### src/rtl/zcm_pkg.sv
package zcm_pkg;

    localparam int INT_W  = 4;
    localparam int FRAC_W = 12;
    localparam int REF_W  = INT_W + FRAC_W;
    localparam int DUTY_W = FRAC_W + 1;
    localparam int BSUM_W = INT_W + 2;
    localparam int DSUM_W = DUTY_W + 2;
    localparam int NPH    = 3;
    localparam int TOL    = 2;

    typedef logic [REF_W-1:0]  lvl_t;
    typedef logic [INT_W-1:0]  base_t;
    typedef logic [DUTY_W-1:0] duty_t;
    typedef logic [BSUM_W-1:0] bsum_t;
    typedef logic [DSUM_W-1:0] dsum_t;

    typedef struct packed {
        base_t base;
        duty_t duty;
    } split_t;

    typedef enum logic [1:0] {
        PAT_NONE = 2'd0,
        PAT_ONE  = 2'd1,
        PAT_TWO  = 2'd2
    } pat_e;

    function automatic logic near(input dsum_t s, input dsum_t tgt);
        int d;
        d = int'(s) - int'(tgt);
        return (d >= -TOL) && (d <= TOL);
    endfunction

endpackage

### src/rtl/zcm_phase_split.sv
module zcm_phase_split
    import zcm_pkg::*;
#(
    parameter int N_LEVELS = 3
) (
    input  lvl_t   lvl_i,
    output split_t split_o
);
    localparam base_t TOP_BASE = base_t'(N_LEVELS - 2);
    localparam lvl_t  TOP_LVL  = lvl_t'((N_LEVELS - 1) << FRAC_W);

    base_t base;
    lvl_t  rem;

    always_comb begin
        if (lvl_i >= TOP_LVL) begin
            base = TOP_BASE;
        end else begin
            base = lvl_i[REF_W-1:FRAC_W];
        end
        rem = lvl_i - (lvl_t'(base) << FRAC_W);
        split_o.base = base;
        split_o.duty = rem[DUTY_W-1:0];
    end
endmodule

### src/rtl/zcm_sum_classify.sv
module zcm_sum_classify
    import zcm_pkg::*;
#(
    parameter int N_LEVELS = 3
) (
    input  split_t sp_i [NPH],
    output bsum_t  bsum_o,
    output dsum_t  dsum_o,
    output pat_e   pat_o
);
    localparam bsum_t SUM_ONE = bsum_t'((3 * (N_LEVELS - 1)) / 2 - 1);
    localparam bsum_t SUM_TWO = bsum_t'((3 * (N_LEVELS - 1)) / 2 - 2);
    localparam dsum_t STEP1   = dsum_t'(1 << FRAC_W);
    localparam dsum_t STEP2   = dsum_t'(2 << FRAC_W);

    always_comb begin
        bsum_o = '0;
        dsum_o = '0;
        for (int p = 0; p < NPH; p++) begin
            bsum_o = bsum_o + bsum_t'(sp_i[p].base);
            dsum_o = dsum_o + dsum_t'(sp_i[p].duty);
        end
        if (bsum_o == SUM_ONE && near(dsum_o, STEP1)) begin
            pat_o = PAT_ONE;
        end else if (bsum_o == SUM_TWO && near(dsum_o, STEP2)) begin
            pat_o = PAT_TWO;
        end else begin
            pat_o = PAT_NONE;
        end
    end
endmodule

### src/rtl/zcm_level_split.sv
module zcm_level_split
    import zcm_pkg::*;
#(
    parameter int N_LEVELS = 3
) (
    input  logic              clk,
    input  logic              rst,
    input  logic              smp_stb,
    input  logic [15:0]       lvl_a,
    input  logic [15:0]       lvl_b,
    input  logic [15:0]       lvl_c,
    output logic              out_vld,
    output logic [3:0]        base_a,
    output logic [3:0]        base_b,
    output logic [3:0]        base_c,
    output logic [12:0]       duty_a,
    output logic [12:0]       duty_b,
    output logic [12:0]       duty_c,
    output logic [5:0]        base_sum,
    output logic [14:0]       duty_sum,
    output logic              pat_two,
    output logic              err_flag
);
    lvl_t   lvl_in [NPH];
    split_t sp     [NPH];
    split_t sp_q   [NPH];
    bsum_t  bsum;
    dsum_t  dsum;
    pat_e   pat;
    bsum_t  bsum_q;
    dsum_t  dsum_q;

    assign lvl_in[0] = lvl_a;
    assign lvl_in[1] = lvl_b;
    assign lvl_in[2] = lvl_c;

    for (genvar p = 0; p < NPH; p++) begin : g_phase
        zcm_phase_split #(.N_LEVELS(N_LEVELS)) split_i (
            .lvl_i   (lvl_in[p]),
            .split_o (sp[p])
        );
    end

    zcm_sum_classify #(.N_LEVELS(N_LEVELS)) cls_i (
        .sp_i   (sp),
        .bsum_o (bsum),
        .dsum_o (dsum),
        .pat_o  (pat)
    );

    always_ff @(posedge clk) begin
        if (rst) begin
            out_vld  <= 1'b0;
            err_flag <= 1'b0;
            pat_two  <= 1'b0;
            bsum_q   <= '0;
            dsum_q   <= '0;
            for (int p = 0; p < NPH; p++) sp_q[p] <= '0;
        end else begin
            out_vld <= 1'b0;
            if (smp_stb) begin
                if (pat != PAT_NONE) begin
                    out_vld <= 1'b1;
                    pat_two <= (pat == PAT_TWO);
                    bsum_q  <= bsum;
                    dsum_q  <= dsum;
                    for (int p = 0; p < NPH; p++) sp_q[p] <= sp[p];
                end else begin
                    err_flag <= 1'b1;
                end
            end
        end
    end

    assign base_a   = sp_q[0].base;
    assign base_b   = sp_q[1].base;
    assign base_c   = sp_q[2].base;
    assign duty_a   = sp_q[0].duty;
    assign duty_b   = sp_q[1].duty;
    assign duty_c   = sp_q[2].duty;
    assign base_sum = bsum_q;
    assign duty_sum = dsum_q;
endmodule

### config.mk
export PLATFORM = sky130hd
export DESIGN_NAME = zcm_level_split
export DESIGN_NICKNAME = d
export VERILOG_FILES = /design/src/rtl/zcm_pkg.sv /design/src/rtl/zcm_phase_split.sv /design/src/rtl/zcm_sum_classify.sv /design/src/rtl/zcm_level_split.sv
export SDC_FILE = /design/constraint.sdc
export NUM_CORES = 1
export LEC_CHECK = 0
export BUFFER_PORTS_ARGS = -buffer_cell sky130_fd_sc_hd__buf_2
export CAP_MARGIN = 10
export CORE_UTILIZATION = 49
export DETAILED_ROUTE_END_ITERATION = 10
export HOLD_SLACK_MARGIN = 0.1
export PLACE_DENSITY = 0.78
export SYNTH_ARGS = -nofsm -noshare
export SYNTH_HDL_FRONTEND = slang
export SYNTH_SLANG_ARGS = --single-unit
### constraint.sdc
create_clock -name clk -period 5.35 [get_ports clk]
set_input_delay 0 -clock clk [delete_from_list [all_inputs] [get_ports clk]]
set_output_delay 0 -clock clk [all_outputs]
set_load 0.005 [all_outputs]
==> flow_metrics.tcl, run 1 <==
set metrics [dict create \
    fin_nets 762 \
    period_needed_ns 5.23 \
    grt_pass1_vias 4237 \
    start_kind "primary input" \
    syn_avg_cell_area_um2 10.4 \
    seq_power_share_pct 35.4 \
    io_buffers 125 \
    antenna_found_initial 0 \
    ir_drop_mv 0.176 \
    maxCapViolations 0 \
    cp_slowest_cell "dlygate4sd3_1" \
    power.internal_uw 1150 \
    leakage_uw 0.00283 \
    pwr_density_cell_nw_per_um2 279 \
    r2r-start "duty_sum[7]" \
    critical_path.cell_chain "dlygate4sd3_1 > buf_2 > ha_1 > a211oi_2 > o211ai_1 > a31oi_2 > nor2b_1 > o21a_1 > nor2_1 > xnor2_1 > ha_4 > a21o_1 > o31a_1 > or2_2 > ha_2 > or3_1 > and4_1 > and2_1 > o311a_4 > clkbuf_16 > and2_1" \
    p_sw_share_pct 37.1 \
    grt_first_pass_wirelength_um 19900 \
    start_util_pct 51.3 \
    p_comb_share_pct 41.9 \
    synth_top_area_share_pct 31.8 \
    status "complete, no violations" \
    ys.flop_type "edfxtp_1" \
    area_growth_syn_to_layout_pct 36.5 \
    synth-async-reset-ratio_pct 0 \
    io_pins 126 \
    dp_hpwl_um 8670 \
    n_fill_cell 696 \
    ys_seq_elements 75 \
    synthTopCellsByArea "edfxtp_1 32%, dfxtp_1 10%, ha_1 9.4%, and2_1 5.9%, fa_1 2.9%" \
    p_sw_uw 679 \
    dieArea_um2 10200 \
    yosysWarnings 0 \
    multi_input_area_um2 2850 \
    rows 35 \
    grt_overflow 0 \
    hold_start "rst" \
    grt_max_degree 44 \
    clock_path_buffers 2 \
    drt_iter0_drc 226 \
    antenna_left 0 \
    stdcell_count 802 \
    cts_buffers 9 \
    r2r_slack_ns 4.49 \
    worstPathMaxFanout 21 \
    endpoint_kind "register" \
    die_h_um 101 \
    worstSkewPairLatency_ns 0.35 \
    slew_headroom_pct 52.6 \
    min_period_over_period_pct 97.8 \
    drive_above_1_share_pct 30.8 \
    drc_errors 0 \
    synth_edf_count 51 \
    yosysSeqAreaShare_pct 41.8 \
    ys_types 69 \
    setup_ws_ns 0.118 \
    whs_endpoint "err_flag" \
    dp.cells 735 \
    fmaxAchievable_ghz 0.191 \
    critPathMaxStageDelay_ns 0.54 \
    vias 4398 \
    crit_top_cell "and2_1" \
    globalplace.congestion 0.971 \
    worstRegToRegCells 2 \
    yosysMostFrequentCell "edfxtp_1" \
    max_slew.worst_pin.slew_ns 0.707 \
    hold_depth 2 \
    hold_path_class "in -> reg" \
    cts-htree-levels 3 \
    slew_violations 0 \
    cts_tree "built" \
    cp.required_ns 5.46 \
    clk_pin_slew_worst_paths_ns 0.08 \
    timing.final.setup_violations 0 \
    totalWireLength_um 13200 \
    syn_inst 463 \
    syn-cell-area_um2 4810 \
    clkPwrFrac_pct 22.7 \
    r2r_end "duty_sum[7]" \
    firstDrtPassIters 5 \
    die_x_um 101 \
    regArea_um2 2010 \
    diodes 0 \
    worstSetupPathType "in -> reg" \
    wire_per_inst_um 16.5 \
    coreArea_um2 9370 \
    synth_common_cells "51 x edfxtp_1, 45 x and2_1, 37 x nor2_1, 36 x ha_1, 25 x a21oi_1" \
    root_buffer "clkbuf_8" \
    grt_usage_pct 25.1 \
    clock_skew_ns 0 \
    hold_viol 0 \
    yosysTopAreaCell "edfxtp_1" \
    critPathArrivalTime_ns 5.34 \
    routed_via_density 5.48 \
    numClockSinks 75 \
    dp_worst_setup_slack_ns -0.0970 \
]
==> power groups by stage <==
stage,clock [uW],sequential [uW],combinational [uW]
floorplan,0,663,459
global placement,0,659,654
detailed placement,0,660,666
CTS,420,646,699
global route,442,650,837
finish,416,647,767
==> registers in the layout (all words and copies together) (netlist names) <==
name	flops
pat_two	1
out_vld	1
base_sum	6
duty_sum	15
err_flag	1
sp_q	51
==> layer usage <==
layer / vias up / track usage [%] / routed length (um)
met5: - / 0 / 0
met4: 0 / 7.36 / 217
met3: 23 / 4.79 / 782
met2: 190 / 44.7 / 6510
met1: 2110 / 30.6 / 5700
li1: 2075 / - / -
==> how the worst max path moves through the flow <==
stage,depth (start not counted),start,end,slack (ns)
after floorplan,24,lvl_a[0],sp_q[0][0],0.02
after global placement,23,lvl_a[0],sp_q[0][26],0.07
after detailed placement,25,lvl_a[0],sp_q[0][36],-0.1
after CTS,22,lvl_a[3],sp_q[0][10],0.1
after global routing,21,lvl_a[6],sp_q[0][0],-0.08
final,21,lvl_a[6],sp_q[0][43],0.12
==> what timing repair did <==
action	4_1_cts	5_1_grt
hold buffers	45	0
endpoints found under the setup margin	0	114
gates resized for setup	0	23
endpoints found under the hold margin	45	0
setup buffers	0	5
==> critical path: cells and delay by family <==
kind / cells / cell delay [ns]
xor+xnor: 1 / 0.18
compound gates: 7 / 1.80
fa+ha+maj: 3 / 0.88
buf+inv: 3 / 0.86
simple gates: 7 / 1.60
==> metrics by stage <==
step / TNS (ns) / hold slack [ns] / utilization (%) / cell area [um^2] / power (uW)
finish: 0 / 0.101 / 70.1 / 6570 / 1830
global route: -2.59 / 0.115 / 70.1 / 6570 / 1930
floorplan: 0 / 0.151 / - / 4910 / 1120
detailed placement: -7.26 / 0.301 / 61.4 / 5760 / 1330
global placement: 0 / 0.304 / 61.4 / 5760 / 1310
CTS: 0 / 0.108 / 68.2 / 6390 / 1760
==> layout by cell type, fill, tap and decap left out, types with 4 or more instances in the layout <==
master / n
a211oi_1: 5
a21o_1: 7
a21oi_1: 16
a21oi_2: 9
and2_1: 45
buf_2: 125
buf_4: 21
clkbuf_8: 9
conb_1: 18
dfxtp_1: 24
dlygate4sd3_1: 45
edfxtp_1: 51
fa_1: 7
ha_1: 30
inv_1: 16
mux2_1: 9
mux2i_1: 5
nand2_1: 21
nand2b_1: 6
nand3_1: 4
nor2_1: 37
nor2b_1: 13
nor3_1: 11
nor3b_1: 4
o211ai_1: 4
o21a_1: 4
o21ai_0: 16
o21bai_1: 4
o31a_1: 4
or2_2: 5
or3_1: 4
xnor2_1: 15
==> cell families (layout without fill, tap and decap cells) <==
family | Yosys count | count (layout) | synth area share (%)
flops | 75 | 75 | 41.8
other cells | 1 | 18 | 0.0779
simple gates | 171 | 171 | 19.9
mux | 16 | 16 | 3.62
xor+xnor | 19 | 19 | 3.46
buf+inv | 34 | 227 | 3.33
fa+ha+maj | 43 | 43 | 12.3
compound gates | 104 | 104 | 15.5
==> final cells by class <==
| cell class | count | area share [%] |
|---|---|---|
| clock buffers | 9 | 1.89 |
| clock inverters | 7 | 0.877 |
| flip-flops and latches | 75 | 30.6 |
| multi-input cells | 371 | 43.4 |
| well taps | 129 | 2.46 |
| repair buffers | 194 | 19.8 |
| inverters | 17 | 0.972 |
Power figures use the tool's default switching activity.
==> run 2, diff against run 1 <==
- PLACE_DENSITY: 0.78 -> unset
- PLACE_DENSITY_LB_ADDON: unset -> 0.08
==> flow_metrics.tcl, run 2 (synthesis gave the netlist of run 1 again) <==
set metrics [dict create \
    stdcell_count 807 \
    fin_area_um2 6740 \
    vias 4248 \
    maxCapViolations 0 \
    area_growth_syn_to_layout_pct 40.1 \
    period_needed_ns 5.17 \
    cp.required_ns 5.48 \
    drive_above_1_share_pct 32.4 \
    n_fill_cell 714 \
    grt_usage_pct 23.7 \
    die_h_um 101 \
    grt_max_degree 44 \
    pwr_density_cell_nw_per_um2 289 \
    routed_via_density 5.26 \
    max_slew.worst_pin.slew_ns 0.577 \
    max_flop_register "sp_q" \
    min_period_over_period_pct 96.6 \
    largest_reg_flops 51 \
    worstPathMaxFanout 8 \
    timing.final.setup_violations 0 \
    clk_pin_slew_worst_paths_ns 0.09 \
    worstSkewPairLatency_ns 0.35 \
    ir_drop_mv 0.162 \
    slew_violations 0 \
    critPathArrivalTime_ns 5.30 \
    p_sw_uw 673 \
    cts-htree-levels 3 \
    worstSetupPathType "in -> reg" \
    start_kind "primary input" \
    start_util_pct 51.3 \
    slew_headroom_pct 61.0 \
    dieArea_um2 10200 \
    grt_first_pass_wirelength_um 18700 \
    p_sw_share_pct 34.5 \
    antenna_found_initial 0 \
    grt_pass1_vias 4035 \
    grt_overflow 0 \
    leakage_uw 0.00294 \
    clkPwrFrac_pct 26.5 \
    dp_hpwl_um 8470 \
    die_x_um 101 \
    total_power_uw 1950 \
    firstDrtPassIters 4 \
    dp.cells 742 \
    status "complete, no violations" \
    rows 35 \
    coreArea_um2 9370 \
    drt_iter0_drc 155 \
    wire_per_inst_um 15.4 \
    fin_nets 767 \
    layout_commonest_cell "buf_2" \
    post_dp_cell_area_um2 5830 \
    cts_tree "built" \
    mostFrequentLayoutCells "123 x buf_2, 51 x edfxtp_1, 45 x and2_1, 39 x dlygate4sd3_1, 36 x nor2_1" \
    globalplace.congestion 0.914 \
    antenna_left 0 \
    numClockSinks 75 \
    diodes 0 \
    seq_power_share_pct 33.1 \
    endpoint_kind "register" \
    root_buffer "clkbuf_8" \
    clock_path_buffers 2 \
    cts_buffers 9 \
    drc_errors 0 \
    power.internal_uw 1280 \
    hold_path_class "in -> reg" \
    totalWireLength_um 12400 \
    clock_skew_ns 0 \
    fmaxAchievable_ghz 0.193 \
    io_buffers 125 \
    p_comb_share_pct 40.4 \
    io_pins 126 \
    hold_viol 0 \
]
==> run 2: changes by cell type in the layout (fill, tap and decap cells not counted), moves of 3 or more <==
| cell | change |
|---|---|
| buf_6 | +4 |
| buf_4 | +3 |
| dlygate4sd3_1 | -6 |
| buf_12 | +3 |
==> run 2: worst max-delay path: stages <==
cell,delay [ns]
dlygate4sd3_1,0.53
buf_2,0.13
ha_1,0.37
a211oi_2,0.25
o211ai_1,0.15
a31oi_1,0.26
buf_4,0.16
xnor2_1,0.06
ha_1,0.37
a21oi_1,0.16
o21ai_1,0.14
and3_1,0.24
o31a_1,0.29
or2_2,0.36
ha_2,0.23
or3_4,0.40
and4_1,0.21
a32o_2,0.25
o21a_4,0.21
or2_4,0.33
clkbuf_16,0.19
==> run 2: stage by stage <==
stage | hold slack [ns] | util, % | setup slack [ns] | TNS [ns]
after global routing | 0.118 | 71.9 | -0.0157 | -0.150
after detailed placement | 0.303 | 62.3 | -0.00884 | -0.173
after CTS | 0.101 | 69.1 | 0.0172 | 0
after floorplan | 0.151 | - | 0.0216 | 0
after global placement | 0.295 | 62.3 | 0.0469 | 0
final | 0.108 | 71.9 | 0.180 | 0
==> run 2: final timing paths <==
path,start,endpoint,slack (ns),cells after the start
worst max-delay path,lvl_a[6],sp_q[0][20],0.18,21
worst min-delay path,lvl_b[2],sp_q[0][19],0.11,2
worst max register to register,duty_sum[4],duty_sum[4],4.50,2
worst min register to register,duty_sum[13],duty_sum[13],0.46,2
==> run 2: timing repair <==
item,in CTS,in global routing
hold buffers,41,0
setup buffers,0,7
gates resized for setup,0,32
setup endpoints to repair,0,115
endpoints found under the hold margin,45,0
==> run 2: per-layer routing <==
layer	vias up	GRT usage, %	part of all wire [%]
met5	-	0	0
met4	0	9.25	2.4
met3	27	3.88	4.7
met2	144	41.2	48
met1	1987	29.4	45
li1	2090	-	-
==> run 2: power groups by stage <==
stage / logic [uW] / registers, uW / clock network (uW)
floorplan: 459 / 663 / 0
global placement: 689 / 658 / 0
detailed placement: 688 / 659 / 0
CTS: 719 / 645 / 526
global route: 863 / 648 / 547
finish: 788 / 646 / 517
==> run 2: area by class of cell <==
class / instances / area (um^2) / area share (%)
Clock buffer: 10 / 138 / 2.04
Inverter: 17 / 63.8 / 0.947
Tap cell: 129 / 161 / 2.39
Multi-Input combinational cell: 371 / 2860 / 42.5
Sequential cell: 75 / 2010 / 29.8
Clock inverter: 6 / 95.1 / 1.41
Timing Repair Buffer: 199 / 1410 / 20.9
